<file path="config.mk">
export PLATFORM = sky130hd
export DESIGN_NAME = shift_add_mul
export DESIGN_NICKNAME = d
export VERILOG_FILES = /design/src/rtl/shift_add_mul_pkg.sv /design/src/rtl/shift_add_mul_ctrl.sv /design/src/rtl/shift_add_mul_datapath.sv /design/src/rtl/shift_add_mul.sv
export SDC_FILE = /design/constraint.sdc
export NUM_CORES = 1
export LEC_CHECK = 0
export BUFFER_PORTS_ARGS = -buffer_cell sky130_fd_sc_hd__buf_4
export CAP_MARGIN = 20
export CORE_MARGIN = 4
export CORE_UTILIZATION = 50
export DETAILED_ROUTE_END_ITERATION = 8
export PLACE_DENSITY = 0.73
export SETUP_SLACK_MARGIN = 0.05
export SLEW_MARGIN = 20
export SYNTH_ARGS = -nofsm -noshare
export SYNTH_HDL_FRONTEND = slang
export SYNTH_SLANG_ARGS = --single-unit
</file>
<file path="constraint.sdc">
create_clock -name clk -period 2.34 [get_ports clk]
set_clock_uncertainty 0.15 [all_clocks]
set_input_delay 0.117 -clock clk [delete_from_list [all_inputs] [get_ports clk]]
set_output_delay 0.117 -clock clk [all_outputs]
set_load 0.005 [all_outputs]
</file>
<file path="src/rtl/shift_add_mul_pkg.sv">
package shift_add_mul_pkg;
  typedef enum logic [1:0] {
    ST_IDLE  = 2'd0,
    ST_ADD   = 2'd1,
    ST_SHIFT = 2'd2
  } mul_state_e;
endpackage

</file>
<file path="src/rtl/shift_add_mul_ctrl.sv">
module shift_add_mul_ctrl
  import shift_add_mul_pkg::*;
#(
  parameter int WIDTH = 8
) (
  input  logic clk,
  input  logic rst_n,
  input  logic start,
  output logic load_en,
  output logic add_en,
  output logic shift_en,
  output logic busy,
  output logic done
);
  localparam int CW = $clog2(WIDTH + 1);

  mul_state_e state_q, state_d;
  logic [CW-1:0] cnt_q, cnt_d;
  logic done_q, done_d;

  always_comb begin
    state_d  = state_q;
    cnt_d    = cnt_q;
    done_d   = 1'b0;
    load_en  = 1'b0;
    add_en   = 1'b0;
    shift_en = 1'b0;
    case (state_q)
      ST_IDLE: begin
        if (start) begin
          load_en = 1'b1;
          cnt_d   = CW'(WIDTH);
          state_d = ST_ADD;
        end
      end
      ST_ADD: begin
        add_en  = 1'b1;
        state_d = ST_SHIFT;
      end
      ST_SHIFT: begin
        shift_en = 1'b1;
        cnt_d    = cnt_q - CW'(1);
        if (cnt_q == CW'(1)) begin
          state_d = ST_IDLE;
          done_d  = 1'b1;
        end else begin
          state_d = ST_ADD;
        end
      end
      default: state_d = ST_IDLE;
    endcase
  end

  always_ff @(posedge clk or negedge rst_n) begin
    if (!rst_n) begin
      state_q <= ST_IDLE;
      cnt_q   <= '0;
      done_q  <= 1'b0;
    end else begin
      state_q <= state_d;
      cnt_q   <= cnt_d;
      done_q  <= done_d;
    end
  end

  assign busy = (state_q != ST_IDLE);
  assign done = done_q;

  a_r2_busy_after_start: assert property (@(posedge clk) disable iff (!rst_n)
    (start && !busy) |=> busy);
  a_r4_done_single: assert property (@(posedge clk) disable iff (!rst_n)
    done |=> !done);
  a_r4_done_when_idle: assert property (@(posedge clk) disable iff (!rst_n)
    done |-> !busy);
  a_r4_count_steps: assert property (@(posedge clk) disable iff (!rst_n)
    (state_q == ST_SHIFT) |=> (cnt_q == $past(cnt_q) - CW'(1)));
  a_r5_no_restart: assert property (@(posedge clk) disable iff (!rst_n)
    (busy && start && state_q == ST_ADD) |=> (state_q == ST_SHIFT));
endmodule

</file>
<file path="src/rtl/shift_add_mul_datapath.sv">
module shift_add_mul_datapath #(
  parameter int WIDTH = 8
) (
  input  logic               clk,
  input  logic               rst_n,
  input  logic               load_en,
  input  logic               add_en,
  input  logic               shift_en,
  input  logic [WIDTH-1:0]   mcand,
  input  logic [WIDTH-1:0]   mplier,
  output logic [2*WIDTH-1:0] product
);
  localparam int PW = 2 * WIDTH;

  logic [WIDTH-1:0] m_q, m_d;
  logic [WIDTH-1:0] acc_q, acc_d;
  logic [WIDTH-1:0] low_q, low_d;
  logic             cy_q, cy_d;
  logic [WIDTH:0]   sum;

  assign sum = {1'b0, acc_q} + {1'b0, m_q};

  always_comb begin
    m_d   = m_q;
    acc_d = acc_q;
    low_d = low_q;
    cy_d  = cy_q;
    if (load_en) begin
      m_d   = mcand;
      low_d = mplier;
      acc_d = '0;
      cy_d  = 1'b0;
    end else if (add_en) begin
      if (low_q[0]) begin
        {cy_d, acc_d} = sum;
      end
    end else if (shift_en) begin
      {cy_d, acc_d, low_d} = {1'b0, cy_q, acc_q, low_q[WIDTH-1:1]};
    end
  end

  always_ff @(posedge clk or negedge rst_n) begin
    if (!rst_n) begin
      m_q   <= '0;
      acc_q <= '0;
      low_q <= '0;
      cy_q  <= 1'b0;
    end else begin
      if (load_en) m_q <= m_d;
      if (load_en || add_en || shift_en) begin
        acc_q <= acc_d;
        low_q <= low_d;
        cy_q  <= cy_d;
      end
    end
  end

  assign product = PW'({acc_q, low_q});

  a_r6_product_hold: assert property (@(posedge clk) disable iff (!rst_n)
    (!load_en && !add_en && !shift_en) |=> $stable(product));
  a_r6_mcand_hold: assert property (@(posedge clk) disable iff (!rst_n)
    !load_en |=> $stable(m_q));
  a_r7_skip_add: assert property (@(posedge clk) disable iff (!rst_n)
    (add_en && !low_q[0]) |=> ($stable(acc_q) && $stable(cy_q)));
  a_r7_carry_shifted_out: assert property (@(posedge clk) disable iff (!rst_n)
    shift_en |=> (acc_q[WIDTH-1] == $past(cy_q)));
endmodule

</file>
<file path="src/rtl/shift_add_mul.sv">
module shift_add_mul #(
  parameter int WIDTH = 8
) (
  input  logic               clk,
  input  logic               rst_n,
  input  logic               start,
  input  logic [WIDTH-1:0]   op_a,
  input  logic [WIDTH-1:0]   op_b,
  output logic               busy,
  output logic               done,
  output logic [2*WIDTH-1:0] product
);
  logic load_en, add_en, shift_en;

  shift_add_mul_ctrl #(.WIDTH(WIDTH)) u_ctrl (
    .clk      (clk),
    .rst_n    (rst_n),
    .start    (start),
    .load_en  (load_en),
    .add_en   (add_en),
    .shift_en (shift_en),
    .busy     (busy),
    .done     (done)
  );

  shift_add_mul_datapath #(.WIDTH(WIDTH)) u_dp (
    .clk      (clk),
    .rst_n    (rst_n),
    .load_en  (load_en),
    .add_en   (add_en),
    .shift_en (shift_en),
    .mcand    (op_a),
    .mplier   (op_b),
    .product  (product)
  );

  a_r1_idle_after_reset: assert property (@(posedge clk) disable iff (!rst_n)
    (!busy && !start) |=> !busy);
endmodule

</file>
==> impl_summary.txt, run 1 <==
----------------------------------------------------
[Power and ir drop]
  Power per standard cell area ... about 1200 nW/um^2
  VDD IR-drop max ... a little over 0.0007 V
  P_leak ... about 1.2 nW

[Place]
  Placed Instance Area ... 2215 um^2
  Final weighted congestion in routability-driven placement ... 0.8071
  PortBufs ... 36
  DPL Wire Length ... 2.876 mm
  Placed insts ... 284

[Critical path]
  Capturing element of the worst setup path ... u_dp.acc_q[6]
  Required time of the critical path ... 2350 ps
  Reg2Reg Launch Point ... u_dp.acc_q[0]
  Library cell contributing the largest single delay on the critical path ... dfrtp_1
  Reg-to-reg critical path endpoint ... u_dp.acc_q[6]
  Data arrival time of the critical path ... 2020 ps
  CP cell instances ... ha_1, inv_1, fa_1, nand2b_1, a21oi_1, a211o_1, xnor2_1, o21ai_0
  Depth of the most critical reg-to-reg path ... 8
  Type of destination of the critical path ... flip-flop
  Critical path's largest stage delay ... 390 ps
  CP Class ... reg -> reg
  Critical Path Source Type ... flip-flop
  Timing startpoint of the critical path ... u_dp.acc_q[0]
  Reg2reg setup slack ... 330 ps
  Largest fanout of any net on the critical path ... 4

[Cells and area]
  Final #Nets ... 293
  Design area ... between 2000 and 2500 um^2
  Post-route insts no fill ... 307
  Ratio of cells with drive above 1 in the final layout ... roughly 22%
  Diode count ... 0
  Synth-to-Final Area Change ... 29.42%

[Timing]
  Accumulated negative setup slack ... 0 ps
  Finish-stage setup viols ... 0
  Setup repair after global routing missed its margin ... false
  Final hold violations ... 0
  Maximum operating frequency ... 497.7 MHz
  Final critical delay including setup and external delays ... 2009 ps
  Final cycle utilization of the critical path ... 85.86%
  Final count of pins violating max slew ... 0
  Worst slew margin ... between 70% and 80%
  Slew at the pin closest to its max-slew limit ... 442.6 ps

[Run status]
  Run status ... finished, final reports clean

[Global route]
  First-pass GRT wire length ... a little over 7 mm
  Via count of the first global-routing pass ... 1575
  Total congestion overflow after global routing ... 0
  Maximum number of pins on one net before global-route repair ... 33
  Total GRT Usage ... 18.33%
  Initial antenna violation count ... 0

[Synthesis]
  Largest area contributor in the synthesized netlist ... dfrtp_1
  Yosys warns ... 0
  Net Count, Synth ... about 240
  Yosys top cell area share ... 42.22%
  Post-Syn Instances ... slightly above 200
  Post-synth EDFFs ... 0
  Cell types with the largest area share after synthesis ... dfrtp_1 42%, ha_1 9.9%, nand2_1 8.5%, o21ai_0 6.1%, a22oi_1 3.2%
  Sequential cell area fraction in the yosys report ... 42.22%
  Synthesized area per cell ... ~9.3 um^2
  #FFs+latches synth ... 32
  Count leader, synth ... nand2_1
  Commonest cells in the synthesized netlist ... 43 x nand2_1, 32 x dfrtp_1, 23 x o21ai_0, 15 x ha_1, 11 x inv_1
  Distinct cell type count after synthesis ... a little over 40
  Netlist area before placement ... 1897 um^2
  Main flop type after synthesis ... dfrtp_1
  Fraction of registers with async set or reset after synthesis ... 100.0%

[Clock network]
  Clock insertion delay at the later pin of the skew report ... 280 ps
  Total number of clock tree sinks ... 32
  TritonCTS Buffers ... 5
  Cell at the root of the clock tree ... clkbuf_8
  Clock Path Buffers ... 2
  Clock transition at path regs ... 60 ps
  Clock tree from TritonCTS ... done
  CTS H-Tree Depth ... 2
  Post-CTS Setup Inserts ... 0

[Detailed routing]
  Average routed wire per standard cell ... 13.30 um
  # DRC ... 0
  Mean number of vias per cell ... 5.313
  TritonRoute pass-1 iters ... 4
  Initial DRC Count ... 94
  Total via count after detailed routing ... 1631
  Final ANT Viol Nets ... 0
  Total routed wirelength ... 4.083 mm

[Floorplanning]
  Rows ... 22
  Standard cell core area ... 3661 um^2
  Die area ... 4843 um^2
  Die width ... 69.59 um
  Vertical die dimension ... 69.59 um
  Initial cell density of the core ... around 52%
  Number of placed I/O pins ... 37

[Worst hold path]
  Tightest Hold Check Type ... in -> reg

[Flow run]
  Total of max-cap violations ... 0

----------------------------------------------------
[report_power, final]
| group | internal (mW) | switching, mW |
|---|---|---|
| registers | 0.779 | 0.195 |
| clock network | 0.240 | 0.193 |
| logic | 0.710 | 0.821 |
[registers in the layout, summed over array words and instances (netlist names)]
name and cells:
u_ctrl.done 1, u_ctrl.cnt_q 4, u_dp.cy_q 1, u_dp.acc_q 8, u_dp.low_q 8, u_dp.m_q 8, u_ctrl.state_q 2
[per-stage QoR]
step	utilization (%)	worst slack, ps	power [mW]	hold slack (ps)
final	67.05	330.9	2.937	13.59
after floorplan	-	428.3	1.996	-328.6
after global routing	67.05	208.0	3.195	37.74
after detailed placement	60.49	338.7	2.492	-73.49
after CTS	67.05	332.2	2.960	3.013
after global placement	60.49	373.2	2.473	-72.49
[repair_timing]
| item | CTS | global route |
|---|---|---|
| endpoints found under the hold margin | 46 | 0 |
| setup endpoints to repair | 0 | 0 |
| gates resized for setup | 0 | 0 |
| hold buffers | 15 | 0 |
[worst min path at each step]
| stage | start | endpoint | slack, ps | depth (start not counted) |
|---|---|---|---|---|
| floorplan | rst_n | u_ctrl.cnt_q[0] | -330 | 0 |
| global route | op_b[3] | u_dp.low_q[3] | 40 | 3 |
| detailed placement | rst_n | u_ctrl.cnt_q[2] | -70 | 1 |
| global placement | rst_n | u_ctrl.cnt_q[1] | -70 | 1 |
| finish | op_b[3] | u_dp.low_q[3] | 10 | 3 |
| CTS | op_b[3] | u_dp.low_q[3] | 3 | 3 |
[logic make-up after synthesis]
| logic type | after synthesis | synth area share [%] |
|---|---|---|
| muxes | 6 | 3.298 |
| DFF | 32 | 42.22 |
| AOI/OAI and AO/OA | 58 | 20.05 |
| buffers and inverters | 18 | 4.419 |
| and+or+nand+nor | 67 | 16.29 |
| adders and majority gates | 16 | 10.95 |
| xor gates and xnor gates | 6 | 2.770 |
[area by class of cell]
type	count	area [um^2]
fillers	318	1206
multi-input cells	153	1012
flip-flops and latches	32	800.8
repair buffers	55	450.4
clock buffers	8	90.09
well taps	48	60.06
inverters	11	41.29
[cells in the final DEF, fill, tap and decap left out, types with 3 or more instances in the layout]
cell           count
dlygate4sd3_1     15
mux2i_1            4
a21oi_1            7
nand3_1            5
nand2b_1           3
clkbuf_8           6
o21ai_0           23
buf_4             40
nor2_1             5
dfrtp_1           32
inv_1             11
nand2_1           43
a32oi_1            3
a22oi_1            8
ha_1              15
xnor2_1            4
[critical path, delay by kind of cell (launching register included)]
family	cells	cell delay, ps
xor+xnor	1	120
buf+inv	1	60
compound gates	3	390
fa+ha+maj	2	590
flops	1	390
simple gates	1	180
[routing by layer]
layer	share of wire [%]	GRT usage, %
met4	1.9	7.375
met1	48	24.33
met3	3.8	4.638
met2	46	28.60
met5	0	0
No activity file was read; power rests on OpenSTA's default activity.
==> run 2, diff against run 1 <==
--- a/config.mk
+++ b/config.mk
@@ -7,7 +7,6 @@
 export LEC_CHECK = 0
 export BUFFER_PORTS_ARGS = -buffer_cell sky130_fd_sc_hd__buf_4
 export CAP_MARGIN = 20
-export CORE_MARGIN = 4
 export CORE_UTILIZATION = 50
 export DETAILED_ROUTE_END_ITERATION = 8
 export PLACE_DENSITY = 0.73
==> impl_summary.txt, run 2 (synthesis gave the netlist of run 1 again) <==
----------------------------------------------------
[Run status]
  Run status ... finished, final reports clean

[Critical path]
  Logic depth of the worst setup path including buffers ... 8
  Critical path's largest stage delay ... roughly 430 ps
  CP cell instances ... ha_1, inv_1, fa_1, nand2b_1, a21oi_1, a211o_1, a211oi_1, o21ai_0
  Reg2Reg Launch Point ... u_dp.acc_q[0]
  Combined buffer and inverter count along the critical path ... 1
  CP Class ... reg -> reg
  Type of destination of the critical path ... flip-flop
  Family with the most delay on the worst path ... compound AO/OA/AOI/OAI gates
  Library cell contributing the largest single delay on the critical path ... dfrtp_1
  Depth of the most critical reg-to-reg path ... 8
  Reg-to-reg critical path endpoint ... u_dp.cy_q
  Largest fanout of any net on the critical path ... 4
  Required time of the critical path ... 2360 ps
  Reg2reg setup slack ... 230 ps
  Critical Path Source Type ... flip-flop
  Data arrival time of the critical path ... 2120 ps

[Clock network]
  Clock insertion delay at the later pin of the skew report ... 290 ps
  Clock transition at path regs ... 60 ps
  Clock tree from TritonCTS ... done
  Cell at the root of the clock tree ... clkbuf_8
  Clock Path Buffers ... 2
  Total number of clock tree sinks ... 32
  TritonCTS Buffers ... 5
  CTS H-Tree Depth ... 2
  Post-CTS Setup Inserts ... 0

[Global route]
  Initial antenna violation count ... 0
  Maximum number of pins on one net before global-route repair ... 33
  Total congestion overflow after global routing ... 0
  Via count of the first global-routing pass ... 1593
  Total GRT Usage ... 23.11%
  First-pass GRT wire length ... 7.127 mm

[Cells and area]
  Final #Nets ... 291
  Ratio of cells with drive above 1 in the final layout ... 22.57%
  Most common cell after layout, fill and taps aside ... nand2_1
  Fillers ... 300
  Biggest registers after layout ... u_dp.acc_q (8), u_dp.low_q (8), u_dp.m_q (8)
  Synth-to-Final Area Change ... 28.36%
  Diode count ... 0
  Highest-count cells in the layout ignoring fill and taps ... 43 x nand2_1, 40 x buf_4, 32 x dfrtp_1

[Timing]
  Finish-stage setup viols ... 0
  Final cycle utilization of the critical path ... between 80 and 90%
  Final count of pins violating max slew ... 0
  Final hold violations ... 0
  Worst slew margin ... 71.23%
  Maximum operating frequency ... between 400 and 500 MHz
  Slew at the pin closest to its max-slew limit ... 431.4 ps
  Setup repair after global routing missed its margin ... false
  Accumulated negative setup slack ... 0 ps
  Final critical delay including setup and external delays ... 2106 ps
  Worst-case hold slack ... 1.378 ps

[Flow run]
  Total of max-cap violations ... 0

[Worst hold path]
  Worst hold path endpoint ... u_dp.low_q[3]
  Worst min-delay path startpoint ... op_b[3]
  Number of cells traversed by the worst hold path ... 3
  Tightest Hold Check Type ... in -> reg

[Detailed routing]
  Initial DRC Count ... 61
  # DRC ... 0
  Average routed wire per standard cell ... around 13 um
  TritonRoute pass-1 iters ... 4
  Total via count after detailed routing ... ~1600
  Mean number of vias per cell ... 5.374
  Final ANT Viol Nets ... 0
  Total routed wirelength ... 4.113 mm

[Floorplanning]
  Number of placed I/O pins ... 37
  Die width ... 63.59 um
  Die area ... 4044 um^2
  Standard cell core area ... 3661 um^2
  Initial cell density of the core ... between 50 and 60%
  Vertical die dimension ... approximately 64 um
  Rows ... 22

[Power and ir drop]
  VDD IR-drop max ... about 0.00067 V
  Power per standard cell area ... roughly 1200 nW/um^2
  P_leak ... 1.188 nW

[Place]
  PortBufs ... 36
  DPL Wire Length ... 2.914 mm
  Final weighted congestion in routability-driven placement ... 0.8923

----------------------------------------------------
==> run 2: area by class of cell <==
class | count | area [um^2] | share of cell area [%]
multi-input combinational | 153 | 1012 | 41.57
sequential | 32 | 800.8 | 32.89
timing repair buffer | 53 | 430.4 | 17.68
inverter | 11 | 41.29 | 1.696
clock buffer | 8 | 90.09 | 3.700
tap | 48 | 60.06 | 2.467
==> run 2: layer usage <==
layer	part of all wire, %	global-route usage (%)	vias to the layer above
met3	2.6	5.978	6
li1	-	-	817
met4	1.6	10.80	0
met5	0	0	-
met2	48	37.50	22
met1	47	28.47	794
==> run 2: worst max-delay path by stage <==
stage	startpoint	end	slack, ps
after floorplan	u_dp.acc_q[0]	u_dp.cy_q	430
after global placement	u_dp.acc_q[0]	u_dp.cy_q	370
after detailed placement	u_dp.acc_q[0]	u_dp.cy_q	280
after CTS	u_dp.acc_q[0]	u_dp.cy_q	250
after global routing	u_dp.acc_q[0]	u_dp.acc_q[6]	110
final	u_dp.acc_q[0]	u_dp.cy_q	230
==> run 2: tightest hold or removal path: cells and delay by family <==
kind                   cells  cell delay [ps]
buffers and inverters      1               80
AO/OA/AOI/OAI              2              200
==> run 2: power breakdown <==
part           internal, mW  total, mW  switching [mW]
combinational         0.708       1.53           0.820
sequential            0.779      0.982           0.204
clock                 0.240      0.441           0.201
total                  1.73       2.95            1.23
==> run 2: through the flow <==
step                cells  power, mW  instance area [um^2]  worst slack (ps)  util [%]
global route          305      3.222                  2435             110.0     66.51
detailed placement    284      2.506                  2215             275.6     60.49
floorplan             203      1.996                  1897             428.3         -
finish                305      2.952                  2435             234.5     66.51
CTS                   305      2.965                  2435             248.1     66.51
global placement      284      2.466                  2215             371.6     60.49
==> run 2: timing repair <==
item | in CTS | in global routing
hold buffers | 13 | 0
endpoints found under the hold margin | 44 | 0
gates resized for setup | 0 | 0
setup endpoints to repair | 0 | 0
